## src/rtl/cmm_pkg.sv

```systemverilog
package cmm_pkg;
  typedef enum logic [1:0] {PH_LOAD, PH_CALC, PH_DRAIN, PH_EMIT} cmmPhase_t;

  typedef struct packed {
    logic wrA;
    logic wrB;
    logic macVld;
    logic macFirst;
    logic macLast;
  } cmmStrb_t;
endpackage

```

## src/rtl/cmm_ctrl.sv

```systemverilog
module cmm_ctrl import cmm_pkg::*; #(
  parameter int M = 2,
  parameter int K = 2,
  parameter int N = 2,
  parameter int PIPE = 2,
  localparam int ATOT = M * K,
  localparam int BTOT = K * N,
  localparam int CTOT = M * N,
  localparam int AIW = (ATOT > 1) ? $clog2(ATOT) : 1,
  localparam int BIW = (BTOT > 1) ? $clog2(BTOT) : 1,
  localparam int CIW = (CTOT > 1) ? $clog2(CTOT) : 1
) (
  input  logic           clk,
  input  logic           rst,
  input  logic           aValid,
  output logic           aReady,
  input  logic           bValid,
  output logic           bReady,
  input  logic           outReady,
  output logic           outValid,
  output cmmStrb_t       strb,
  output logic [AIW-1:0] aWrIdx,
  output logic [BIW-1:0] bWrIdx,
  output logic [AIW-1:0] rdAIdx,
  output logic [BIW-1:0] rdBIdx,
  output logic [CIW-1:0] macIdx,
  output logic [CIW-1:0] emitIdx
);
  localparam int ACW = $clog2(ATOT + 1);
  localparam int BCW = $clog2(BTOT + 1);
  localparam int RW  = (M > 1) ? $clog2(M) : 1;
  localparam int CW  = (N > 1) ? $clog2(N) : 1;
  localparam int KW  = (K > 1) ? $clog2(K) : 1;
  localparam int DW  = (PIPE > 1) ? $clog2(PIPE) : 1;

  cmmPhase_t      phase;
  logic [ACW-1:0] cntA;
  logic [BCW-1:0] cntB;
  logic           permA, permB;
  logic [RW-1:0]  row;
  logic [CW-1:0]  col;
  logic [KW-1:0]  kk;
  logic [DW-1:0]  drainCnt;
  logic [CIW-1:0] emitCnt;
  logic           acceptA, acceptB, lastMac;

  // Ready assumes a beat may land this cycle, so the grant for the next cycle never overfills.
  assign aReady  = (phase == PH_LOAD) && (int'(cntA) + int'(permA) < ATOT);
  assign bReady  = (phase == PH_LOAD) && (int'(cntB) + int'(permB) < BTOT);
  assign acceptA = aValid && permA;
  assign acceptB = bValid && permB;

  assign strb.wrA      = acceptA;
  assign strb.wrB      = acceptB;
  assign strb.macVld   = (phase == PH_CALC);
  assign strb.macFirst = (kk == '0);
  assign strb.macLast  = (int'(kk) == K - 1);
  assign lastMac = strb.macLast && (int'(row) == M - 1) && (int'(col) == N - 1);

  assign aWrIdx  = AIW'(cntA);
  assign bWrIdx  = BIW'(cntB);
  assign rdAIdx  = AIW'(int'(row) * K + int'(kk));
  assign rdBIdx  = BIW'(int'(kk) * N + int'(col));
  assign macIdx  = CIW'(int'(row) * N + int'(col));
  assign emitIdx = emitCnt;
  assign outValid = (phase == PH_EMIT) && outReady;

  always_ff @(posedge clk) begin
    if (rst) begin
      phase    <= PH_LOAD;
      cntA     <= '0;
      cntB     <= '0;
      permA    <= 1'b0;
      permB    <= 1'b0;
      row      <= '0;
      col      <= '0;
      kk       <= '0;
      drainCnt <= '0;
      emitCnt  <= '0;
    end else begin
      permA <= aReady;
      permB <= bReady;
      if (acceptA) cntA <= cntA + 1'b1;
      if (acceptB) cntB <= cntB + 1'b1;
      case (phase)
        PH_LOAD: if (int'(cntA) == ATOT && int'(cntB) == BTOT) phase <= PH_CALC;
        PH_CALC: begin
          if (strb.macLast) begin
            kk <= '0;
            if (int'(col) == N - 1) begin
              col <= '0;
              row <= row + 1'b1;
            end else begin
              col <= col + 1'b1;
            end
          end else begin
            kk <= kk + 1'b1;
          end
          if (lastMac) begin
            phase    <= PH_DRAIN;
            row      <= '0;
            drainCnt <= '0;
          end
        end
        PH_DRAIN: begin
          if (int'(drainCnt) == PIPE - 1) phase <= PH_EMIT;
          else drainCnt <= drainCnt + 1'b1;
        end
        default: begin
          if (outValid) begin
            if (int'(emitCnt) == CTOT - 1) begin
              phase   <= PH_LOAD;
              emitCnt <= '0;
              cntA    <= '0;
              cntB    <= '0;
            end else begin
              emitCnt <= emitCnt + 1'b1;
            end
          end
        end
      endcase
    end
  end


  accept_a_chk: assert property (@(posedge clk) disable iff (rst) strb.wrA |-> $past(aReady));

  accept_b_chk: assert property (@(posedge clk) disable iff (rst) strb.wrB |-> $past(bReady));

  full_chk: assert property (@(posedge clk) disable iff (rst)
    strb.macVld |-> (int'(cntA) == ATOT && int'(cntB) == BTOT));

  hold_chk: assert property (@(posedge clk) disable iff (rst)
    (int'(cntA) == ATOT) |-> !strb.wrA);

  out_gate_chk: assert property (@(posedge clk) disable iff (rst) !outReady |-> !outValid);
endmodule

```

## src/rtl/cmm_dpath.sv

```systemverilog
module cmm_dpath import cmm_pkg::*; #(
  parameter int M = 2,
  parameter int K = 2,
  parameter int N = 2,
  parameter int IN_W = 16,
  parameter int IN_FRAC = 14,
  parameter int OUT_W = 20,
  parameter int OUT_FRAC = 14,
  parameter bit CONJ_A = 1'b0,
  parameter bit CONJ_B = 1'b0,
  parameter int PIPE = 2,
  localparam int ATOT = M * K,
  localparam int BTOT = K * N,
  localparam int CTOT = M * N,
  localparam int AIW = (ATOT > 1) ? $clog2(ATOT) : 1,
  localparam int BIW = (BTOT > 1) ? $clog2(BTOT) : 1,
  localparam int CIW = (CTOT > 1) ? $clog2(CTOT) : 1
) (
  input  logic                    clk,
  input  logic                    rst,
  input  cmmStrb_t                strb,
  input  logic [AIW-1:0]          aWrIdx,
  input  logic [BIW-1:0]          bWrIdx,
  input  logic signed [IN_W-1:0]  aRe,
  input  logic signed [IN_W-1:0]  aIm,
  input  logic signed [IN_W-1:0]  bRe,
  input  logic signed [IN_W-1:0]  bIm,
  input  logic [AIW-1:0]          rdAIdx,
  input  logic [BIW-1:0]          rdBIdx,
  input  logic [CIW-1:0]          macIdx,
  input  logic [CIW-1:0]          emitIdx,
  output logic signed [OUT_W-1:0] outRe,
  output logic signed [OUT_W-1:0] outIm,
  output logic                    outOvf
);
  localparam int EW    = IN_W + 1;
  localparam int PW    = 2 * EW;
  localparam int SW    = PW + 1;
  localparam int ACC_W = SW + ((K > 1) ? $clog2(K) : 0);
  localparam int SH    = 2 * IN_FRAC - OUT_FRAC;
  localparam longint OMAXL = (longint'(1) <<< (OUT_W - 1)) - 1;
  localparam logic signed [ACC_W-1:0] OMAX = ACC_W'(OMAXL);
  localparam logic signed [ACC_W-1:0] OMIN = ACC_W'(-OMAXL - 1);

  logic signed [IN_W-1:0]  aReBuf [ATOT];
  logic signed [IN_W-1:0]  aImBuf [ATOT];
  logic signed [IN_W-1:0]  bReBuf [BTOT];
  logic signed [IN_W-1:0]  bImBuf [BTOT];
  logic signed [OUT_W-1:0] cReBuf [CTOT];
  logic signed [OUT_W-1:0] cImBuf [CTOT];
  logic [CTOT-1:0]         cOvfBuf;

  logic signed [EW-1:0] opARe, xaIm, opAIm, opBRe, xbIm, opBIm;
  logic signed [PW-1:0] mRR, mII, mRI, mIR;
  logic signed [SW-1:0] prodRe, prodIm;

  assign opARe = {aReBuf[rdAIdx][IN_W-1], aReBuf[rdAIdx]};
  assign xaIm  = {aImBuf[rdAIdx][IN_W-1], aImBuf[rdAIdx]};
  assign opBRe = {bReBuf[rdBIdx][IN_W-1], bReBuf[rdBIdx]};
  assign xbIm  = {bImBuf[rdBIdx][IN_W-1], bImBuf[rdBIdx]};

  generate
    if (CONJ_A) begin : g_conjA
      assign opAIm = -xaIm;
    end else begin : g_plainA
      assign opAIm = xaIm;
    end
    if (CONJ_B) begin : g_conjB
      assign opBIm = -xbIm;
    end else begin : g_plainB
      assign opBIm = xbIm;
    end
  endgenerate

  assign mRR = opARe * opBRe;
  assign mII = opAIm * opBIm;
  assign mRI = opARe * opBIm;
  assign mIR = opAIm * opBRe;
  assign prodRe = SW'(mRR) - SW'(mII);
  assign prodIm = SW'(mRI) + SW'(mIR);

  logic signed [SW-1:0] pRe [PIPE];
  logic signed [SW-1:0] pIm [PIPE];
  logic [CIW-1:0]       pIdx [PIPE];
  logic [PIPE-1:0]      pVld, pFirst, pLast;

  always_ff @(posedge clk) begin
    if (rst) begin
      pVld   <= '0;
      pFirst <= '0;
      pLast  <= '0;
      for (int s = 0; s < PIPE; s++) begin
        pRe[s]  <= '0;
        pIm[s]  <= '0;
        pIdx[s] <= '0;
      end
    end else begin
      pVld[0]   <= strb.macVld;
      pFirst[0] <= strb.macFirst;
      pLast[0]  <= strb.macLast;
      pRe[0]    <= prodRe;
      pIm[0]    <= prodIm;
      pIdx[0]   <= macIdx;
      for (int s = 1; s < PIPE; s++) begin
        pVld[s]   <= pVld[s-1];
        pFirst[s] <= pFirst[s-1];
        pLast[s]  <= pLast[s-1];
        pRe[s]    <= pRe[s-1];
        pIm[s]    <= pIm[s-1];
        pIdx[s]   <= pIdx[s-1];
      end
    end
  end

  logic signed [ACC_W-1:0] accRe, accIm, sumRe, sumIm, shRe, shIm;
  logic signed [OUT_W-1:0] satRe, satIm;
  logic                    clipRe, clipIm, wrC;

  assign wrC = pVld[PIPE-1] && pLast[PIPE-1];

  always_comb begin
    sumRe = pFirst[PIPE-1] ? ACC_W'(pRe[PIPE-1]) : accRe + ACC_W'(pRe[PIPE-1]);
    sumIm = pFirst[PIPE-1] ? ACC_W'(pIm[PIPE-1]) : accIm + ACC_W'(pIm[PIPE-1]);
    shRe  = sumRe >>> SH;
    shIm  = sumIm >>> SH;
    clipRe = (shRe > OMAX) || (shRe < OMIN);
    clipIm = (shIm > OMAX) || (shIm < OMIN);
    satRe = (shRe > OMAX) ? OMAX[OUT_W-1:0] : (shRe < OMIN) ? OMIN[OUT_W-1:0] : shRe[OUT_W-1:0];
    satIm = (shIm > OMAX) ? OMAX[OUT_W-1:0] : (shIm < OMIN) ? OMIN[OUT_W-1:0] : shIm[OUT_W-1:0];
  end

  always_ff @(posedge clk) begin
    if (rst) begin
      accRe   <= '0;
      accIm   <= '0;
      cOvfBuf <= '0;
      for (int i = 0; i < ATOT; i++) begin
        aReBuf[i] <= '0;
        aImBuf[i] <= '0;
      end
      for (int i = 0; i < BTOT; i++) begin
        bReBuf[i] <= '0;
        bImBuf[i] <= '0;
      end
      for (int i = 0; i < CTOT; i++) begin
        cReBuf[i] <= '0;
        cImBuf[i] <= '0;
      end
    end else begin
      if (strb.wrA) begin
        aReBuf[aWrIdx] <= aRe;
        aImBuf[aWrIdx] <= aIm;
      end
      if (strb.wrB) begin
        bReBuf[bWrIdx] <= bRe;
        bImBuf[bWrIdx] <= bIm;
      end
      if (pVld[PIPE-1]) begin
        accRe <= sumRe;
        accIm <= sumIm;
      end
      if (wrC) begin
        cReBuf[pIdx[PIPE-1]]  <= satRe;
        cImBuf[pIdx[PIPE-1]]  <= satIm;
        cOvfBuf[pIdx[PIPE-1]] <= clipRe || clipIm;
      end
    end
  end

  assign outRe  = cReBuf[emitIdx];
  assign outIm  = cImBuf[emitIdx];
  assign outOvf = cOvfBuf[emitIdx];


  ovf_clamp_chk: assert property (@(posedge clk) disable iff (rst)
    (wrC && (clipRe || clipIm)) |=>
      (cOvfBuf[$past(pIdx[PIPE-1])] &&
       (cReBuf[$past(pIdx[PIPE-1])] == OMAX[OUT_W-1:0] || cReBuf[$past(pIdx[PIPE-1])] == OMIN[OUT_W-1:0] ||
        cImBuf[$past(pIdx[PIPE-1])] == OMAX[OUT_W-1:0] || cImBuf[$past(pIdx[PIPE-1])] == OMIN[OUT_W-1:0])));

  first_chk: assert property (@(posedge clk) disable iff (rst)
    (pVld[PIPE-1] && pFirst[PIPE-1]) |-> ($past(pVld[PIPE-1]) -> $past(pLast[PIPE-1])));
endmodule

```

## src/rtl/cplx_matmul.sv

```systemverilog
module cplx_matmul import cmm_pkg::*; #(
  parameter int M = 2,
  parameter int K = 2,
  parameter int N = 2,
  parameter int IN_W = 16,
  parameter int IN_FRAC = 14,
  parameter int OUT_W = 20,
  parameter int OUT_FRAC = 14,
  parameter bit CONJ_A = 1'b0,
  parameter bit CONJ_B = 1'b0,
  parameter int PIPE = 2
) (
  input  logic                    clk,
  input  logic                    rst,
  input  logic                    aValid,
  output logic                    aReady,
  input  logic signed [IN_W-1:0]  aRe,
  input  logic signed [IN_W-1:0]  aIm,
  input  logic                    bValid,
  output logic                    bReady,
  input  logic signed [IN_W-1:0]  bRe,
  input  logic signed [IN_W-1:0]  bIm,
  input  logic                    outReady,
  output logic                    outValid,
  output logic signed [OUT_W-1:0] outRe,
  output logic signed [OUT_W-1:0] outIm,
  output logic                    outOvf
);
  localparam int ATOT = M * K;
  localparam int BTOT = K * N;
  localparam int CTOT = M * N;
  localparam int AIW = (ATOT > 1) ? $clog2(ATOT) : 1;
  localparam int BIW = (BTOT > 1) ? $clog2(BTOT) : 1;
  localparam int CIW = (CTOT > 1) ? $clog2(CTOT) : 1;

  cmmStrb_t       strb;
  logic [AIW-1:0] aWrIdx, rdAIdx;
  logic [BIW-1:0] bWrIdx, rdBIdx;
  logic [CIW-1:0] macIdx, emitIdx;

  cmm_ctrl #(.M(M), .K(K), .N(N), .PIPE(PIPE)) u_ctrl (
    .clk(clk), .rst(rst),
    .aValid(aValid), .aReady(aReady),
    .bValid(bValid), .bReady(bReady),
    .outReady(outReady), .outValid(outValid),
    .strb(strb), .aWrIdx(aWrIdx), .bWrIdx(bWrIdx),
    .rdAIdx(rdAIdx), .rdBIdx(rdBIdx), .macIdx(macIdx), .emitIdx(emitIdx)
  );

  cmm_dpath #(
    .M(M), .K(K), .N(N), .IN_W(IN_W), .IN_FRAC(IN_FRAC),
    .OUT_W(OUT_W), .OUT_FRAC(OUT_FRAC), .CONJ_A(CONJ_A), .CONJ_B(CONJ_B), .PIPE(PIPE)
  ) u_dpath (
    .clk(clk), .rst(rst), .strb(strb),
    .aWrIdx(aWrIdx), .bWrIdx(bWrIdx),
    .aRe(aRe), .aIm(aIm), .bRe(bRe), .bIm(bIm),
    .rdAIdx(rdAIdx), .rdBIdx(rdBIdx), .macIdx(macIdx), .emitIdx(emitIdx),
    .outRe(outRe), .outIm(outIm), .outOvf(outOvf)
  );
endmodule

```

## config.mk

```make
export PLATFORM = sky130hd
export DESIGN_NAME = cplx_matmul
export DESIGN_NICKNAME = d
export VERILOG_FILES = /design/src/rtl/cmm_pkg.sv /design/src/rtl/cmm_ctrl.sv /design/src/rtl/cmm_dpath.sv /design/src/rtl/cplx_matmul.sv
export SDC_FILE = /design/constraint.sdc
export NUM_CORES = 2
export LEC_CHECK = 0
export ABC_AREA = 1
export CAP_MARGIN = 20
export CORE_ASPECT_RATIO = 1.75
export CORE_MARGIN = 10
export CORE_UTILIZATION = 60
export DETAILED_ROUTE_END_ITERATION = 7
export PLACE_DENSITY = 0.77
export SETUP_SLACK_MARGIN = 0.4
export SYNTH_ARGS = -nofsm -noshare
export SYNTH_HDL_FRONTEND = slang
export SYNTH_SLANG_ARGS = --single-unit
export TNS_END_PERCENT = 50
```

## constraint.sdc

```tcl
create_clock -name clk -period 10 [get_ports clk]
set_input_delay 1 -clock clk [delete_from_list [all_inputs] [get_ports clk]]
set_output_delay 1 -clock clk [all_outputs]
set_load 0.005 [all_outputs]
```

### After elaboration in Yosys (flattened, before gate mapping)

Memories as Yosys holds them, arrays and structs flattened. A register that Yosys moved wholly into a read port is not among the register bits.
Cells that the tools add are included.

| cells by class | value |
|---|---|
| add/subtract/negate cells | 16 |
| multiply operators | 4 |
| $lt $le $gt $ge | 9 |
| equality and inequality tests | 9 |
| mux-type cells | 74 |
| bitwise logic cells | 8 |
| reductions and logical operators | 31 |

Operators by type and width:

| kind | number |
|---|---|
| 35-bit 2-to-1 mux | 4 |
| 16-bit by 16-bit multiplier with 32-bit output | 4 |
| 20-bit 2-to-1 mux | 6 |
| 36-bit by 35-bit adder with 36-bit output | 2 |
| 36-bit 2-to-1 mux | 2 |
| 32-bit by 4-bit less-than comparator with 1-bit output (second input constant) | 2 |
| 16-bit 2-to-1 mux | 4 |
| 16-bit OR reduction | 4 |
| 22-bit by 20-bit greater-than comparator with 1-bit output (second input constant) | 2 |
| 22-bit by 20-bit less-than comparator with 1-bit output (second input constant) | 2 |
| 20-bit OR reduction | 2 |
| 2-bit 2-to-1 mux | 18 |
| 32-bit by 32-bit adder with 33-bit output | 1 |
| 32-bit by 32-bit subtractor with 33-bit output | 1 |
| 1-bit 2-to-1 mux | 27 |
| 3-bit 2-to-1 mux | 8 |
| 1-bit logical AND | 10 |
| 3-bit by 1-bit adder with 4-bit output | 2 |
| 4-bit nonzero test | 2 |
| 2-bit by 1-bit adder with 2-bit output | 3 |
| 3-bit by 1-bit adder with 3-bit output (second input constant) | 2 |
| 3-bit equality test (second input constant) | 2 |
| 2-bit by 3-bit less-than comparator with 1-bit output (second input constant) | 2 |
| 1-bit OR | 6 |
| 20 further kinds | 33 |

| word-level totals | value |
|---|---|
| register bits | 98 |
| memory bits (writable) | 560 |
| input bits | 69 |
| output and inout bits | 44 |
| word-level logic and storage cells | 176 |
| memories | 9 |

Memories:

| memory | depth | bits a word | read ports | clocked after memory_dff | wr ports | line | text |
|---|---|---|---|---|---|---|---|
| u_dpath.cImBuf | 4 | 20 | 1 | 1 | 4 | cmm_dpath.sv:50 | `logic signed [OUT_W-1:0] cImBuf [CTOT];` |
| u_dpath.cReBuf | 4 | 20 | 1 | 1 | 4 | cmm_dpath.sv:49 | `logic signed [OUT_W-1:0] cReBuf [CTOT];` |
| u_dpath.pIm | 2 | 35 | 2 | 0 | 2 | cmm_dpath.sv:83 | `logic signed [SW-1:0] pIm [PIPE];` |
| u_dpath.pRe | 2 | 35 | 2 | 0 | 2 | cmm_dpath.sv:82 | `logic signed [SW-1:0] pRe [PIPE];` |
| u_dpath.aImBuf | 4 | 16 | 1 | 0 | 4 | cmm_dpath.sv:46 | `logic signed [IN_W-1:0] aImBuf [ATOT];` |
| u_dpath.aReBuf | 4 | 16 | 1 | 0 | 4 | cmm_dpath.sv:45 | `logic signed [IN_W-1:0] aReBuf [ATOT];` |
| +3 memories | - | - | - | - | - | - |  |

### Longest topological paths before layout

An unclocked memory read counts as a cell.

| logic depth | value |
|---|---|
| depth after elaboration | 7 |
| mapped depth | 40 |
| depth with buffers taken out | 36 |

### Hierarchy

From an unflattened synthesis, not the netlist that was laid out.

| unflattened totals | value |
|---|---|
| cells, all modules | 8184 |
| area total of the unflattened synthesis | 70870.5 um^2 |

Modules (own cells, without submodules):

| module | times used | cells an instance | area an instance (um^2) | seq. area each (um^2) |
|---|---|---|---|---|
| cmm_dpath | 1 | 8057 | 69938.3 | 16856.2 |
| cmm_ctrl | 1 | 127 | 932.1 | 320.3 |

### Least setup slack after synthesis

OpenSTA, ideal clock, no wires.

| path | value |
|---|---|
| path kind | register to register |
| start | reg u_ctrl.col |
| end | mem u_dpath.pRe[0][33] in the netlist's numbering |
| library setup time | 0.115 ns |
| data arrival time | 7.983 ns |
| data required time | 9.885 ns |
| setup slack | 1.902 ns |
| stages on the path, launching flop included | 29 |
| buffers on the path | 2 |
| period minus slack after synthesis | 8.098 ns |
| path through | dfxtp_1 buf_2 buf_2 a21oi_1 a32oi_2 clkinv_1 nor2_1 inv_1 fa_1 inv_1 fa_1 fa_1 inv_1 fa_1 inv_1 fa_1 fa_1 fa_1 inv_1 fa_1 ha_1 inv_1 o21bai_1 a221oi_1 o21ai_0 a21oi_1 nand3_1 nand2_1 nor2_1 |

RTL lines:

| element | line | text |
|---|---|---|
| start, declared | cmm_ctrl.sv:41 | `logic [CW-1:0] col;` |
| start signal, assigned | cmm_ctrl.sv:94 | `col <= col + 1'b1;` |
| end, declared | cmm_dpath.sv:82 |  |

==> summary.txt <==
Status: complete, but fails checks
Failing checks: design-rule violations
Drt first-iter violations: 4,525
Synth top cells by count: inv_1, nand2_1, nor2_1
CP max FO: 77
# clock sinks: 652
Initial antenna violation count: 14
Area of the multi-input gates: 0.0454 sq mm
Initial core utilization: 0.603
EDFF count, synth: 416
Crit path capture type: flop
CORE AREA: 0.117 sq mm
Max Freq: 109 MHz
CTS tree: yes
Max-cap violations: 0
DR WL/cell: 23.5 um
Max transition margin: 0.206
Routed Antenna Nets: 0
Asr flop ratio synth: 0
Bufs and invs on worst path: 7
Top cells by area, synth: fa_1, edfxtp_1, inv_1, nand2_1, ha_1
Clk_lat worst skew: 0.69 ns
Chip height: 474 um
Final hold violations: 0
Routed wire length: 228,000 um
Clock Skew: 0.0557 ns
Startpoint Class: flop
Unrepaired setup endpoints after global routing: true
Delay-heaviest family, CP: adder cells
Syn_nets: 9,757
Vias per cell: 5.79
First-pass GRT wire length: 346,000 um
Rows: 166
Post-synthesis sequential area ratio: 0.244
CTS root buffer: clkbuf_16
Storage cell area: 0.0172 sq mm
Register bit count reported by yosys: 652
Die width: 279 um
Final setup fails: 0
Port Buffers: 112
Placer Congestion: 1.03
Total track usage: 0.353
Distinct cell type count after synthesis: 54
# fillers: 9,733
Post-Syn Area: 0.0706 sq mm
DRC viols: 2
Synth area leader: fa_1
Worst EP required: 10.59 ns
Fin crit share: 0.919
Pin count of the biggest net entering global routing: 82
Die area: 0.132 sq mm
Drt first pass iters: 8
Clock transition at path regs: 0.07 ns
Vias in the first global route: 60,200
Slowest CP cell: fa_1
WS Path Type: flop to flop
H-tree Lvls: 2
Actual slew at the worst max-slew pin: 1.19 ns
Tmin final: 9.19 ns
Cts hold-fix bufs: 0
CP arrival: 9.78 ns
Max Slew Vio Count: 0
Yosys Warn Count: 0
Cell mode on critical path: fa_1
Number of I/O pins: 113
Post-synth top area share: 0.333
Syn_area_per_cell: 8.69 sq um
Area growth from synthesis to layout: 7.31%
Share of layout cells above drive strength 1: 0.0497
Gr ovfl total: 0
Hold WC Path Type: flop to flop
Syn Inst Count: 8,124
Max incr delay on CP: 0.67 ns
Most frequent cell after synthesis: inv_1
DPL Wire Length: 173,000 um
Main synth FF type: edfxtp_1
Layout Nets: 9,759
Routed via count: 56,200
Setup TNS: 0 ns
Clk buf depth: 3
CTS Buf Count: 59
sequential cells by signal, summed over array words and instances (netlist names), 36 cells and up, named ones only:
name	count
u_dpath.aReBuf	64
u_dpath.cImBuf	80
u_dpath.aImBuf	64
u_dpath.pIm	66
u_dpath.bReBuf	64
u_dpath.pRe	66
u_dpath.accIm	36
u_dpath.bImBuf	64
u_dpath.accRe	36
u_dpath.cReBuf	80
layout make-up:
cell class / instances / area share
Antenna cell: 7 / 0.000231
Clock buffer: 77 / 0.0225
Clock inverter: 34 / 0.00438
Inverter: 1831 / 0.0909
Multi-Input combinational cell: 5315 / 0.599
Sequential cell: 652 / 0.227
Tap cell: 1512 / 0.0250
Timing Repair Buffer: 267 / 0.0307
cells by family after synthesis:
group,count (synthesis),share of synthesized area
adders and majority gates,1564,0.402
buffers and inverters,2157,0.117
DFF,652,0.244
and+or+nand+nor,2883,0.162
xor gates and xnor gates,69,0.00856
AOI/OAI and AO/OA,799,0.0670
final timing paths:
kind                                   startpoint                  to  slack [ns]  depth (start not counted)
worst max-delay path                    u_ctrl.kk  u_dpath.pIm[0][33]        0.81                         30
worst min-delay path            u_dpath.pIm[0][6]  u_dpath.pIm[0][41]        0.40                          2
worst max register to register          u_ctrl.kk  u_dpath.pIm[0][33]        0.81                         30
worst min register to register  u_dpath.pIm[0][6]  u_dpath.pIm[0][41]        0.40                          2
metal layers:
layer | vias to the layer above | GRT usage | wire [um]
met5 | - | 0 | 45
met4 | 8 | 0.338 | 28200
met3 | 1151 | 0.0765 | 20000
met2 | 2870 | 0.602 | 111000
met1 | 27700 | 0.352 | 68500
li1 | 24500 | - | -
cells in the final DEF (no fill, tap or decap), types with 7 or more instances in the layout:
master,instances
a21oi_1,324
nor2_2,18
clkbuf_16,61
a21o_1,11
o211ai_1,27
o21ai_0,255
inv_2,18
nand2_1,1326
fa_1,1175
nor3_1,57
nand2_2,20
nand3_1,148
a32oi_1,21
nor2_1,1236
ha_1,389
o21bai_1,19
edfxtp_1,416
o21a_1,24
o22ai_1,41
clkdlybuf4s50_1,111
clkinv_2,8
xnor2_1,41
a32oi_2,40
inv_1,1795
buf_4,151
nand4_1,41
clkinv_1,20
clkinvlp_4,10
diode_2,7
clkbuf_8,11
xor2_1,28
or2_2,24
dfxtp_1,232
timing repair:
action | 4_1_cts | 5_1_grt
resized for setup | 0 | 4
setup buffers | 0 | 0
setup endpoints to repair | 0 | 17
worst register-to-register path, delay by kind of cell, from the launching register on:
kind | cells | cell delay [ns]
adder cells (fa/ha/maj) | 9 | 4.33
buffers and inverters | 7 | 2.05
AND/OR/NAND/NOR | 9 | 1.39
AO/OA/AOI/OAI | 5 | 1.00
flip-flops | 1 | 0.35
metrics by stage:
step	utilization	cells	setup slack [ns]	hold slack [ns]	instance area (sq um)
2_1_floorplan	-	8124	1.90	0.388	70600
3_3_place_gp	0.629	9574	0.813	0.389	73600
3_5_place_dp	0.629	9574	0.796	0.395	73600
4_1_cts	0.647	9685	0.745	0.403	75600
5_1_grt	0.647	9690	0.427	0.414	75700
6_report	0.648	9695	0.809	0.403	75700
Power is not shown: default switching activity piles up to over one toggle a cycle in this logic, so the estimate is an artifact.
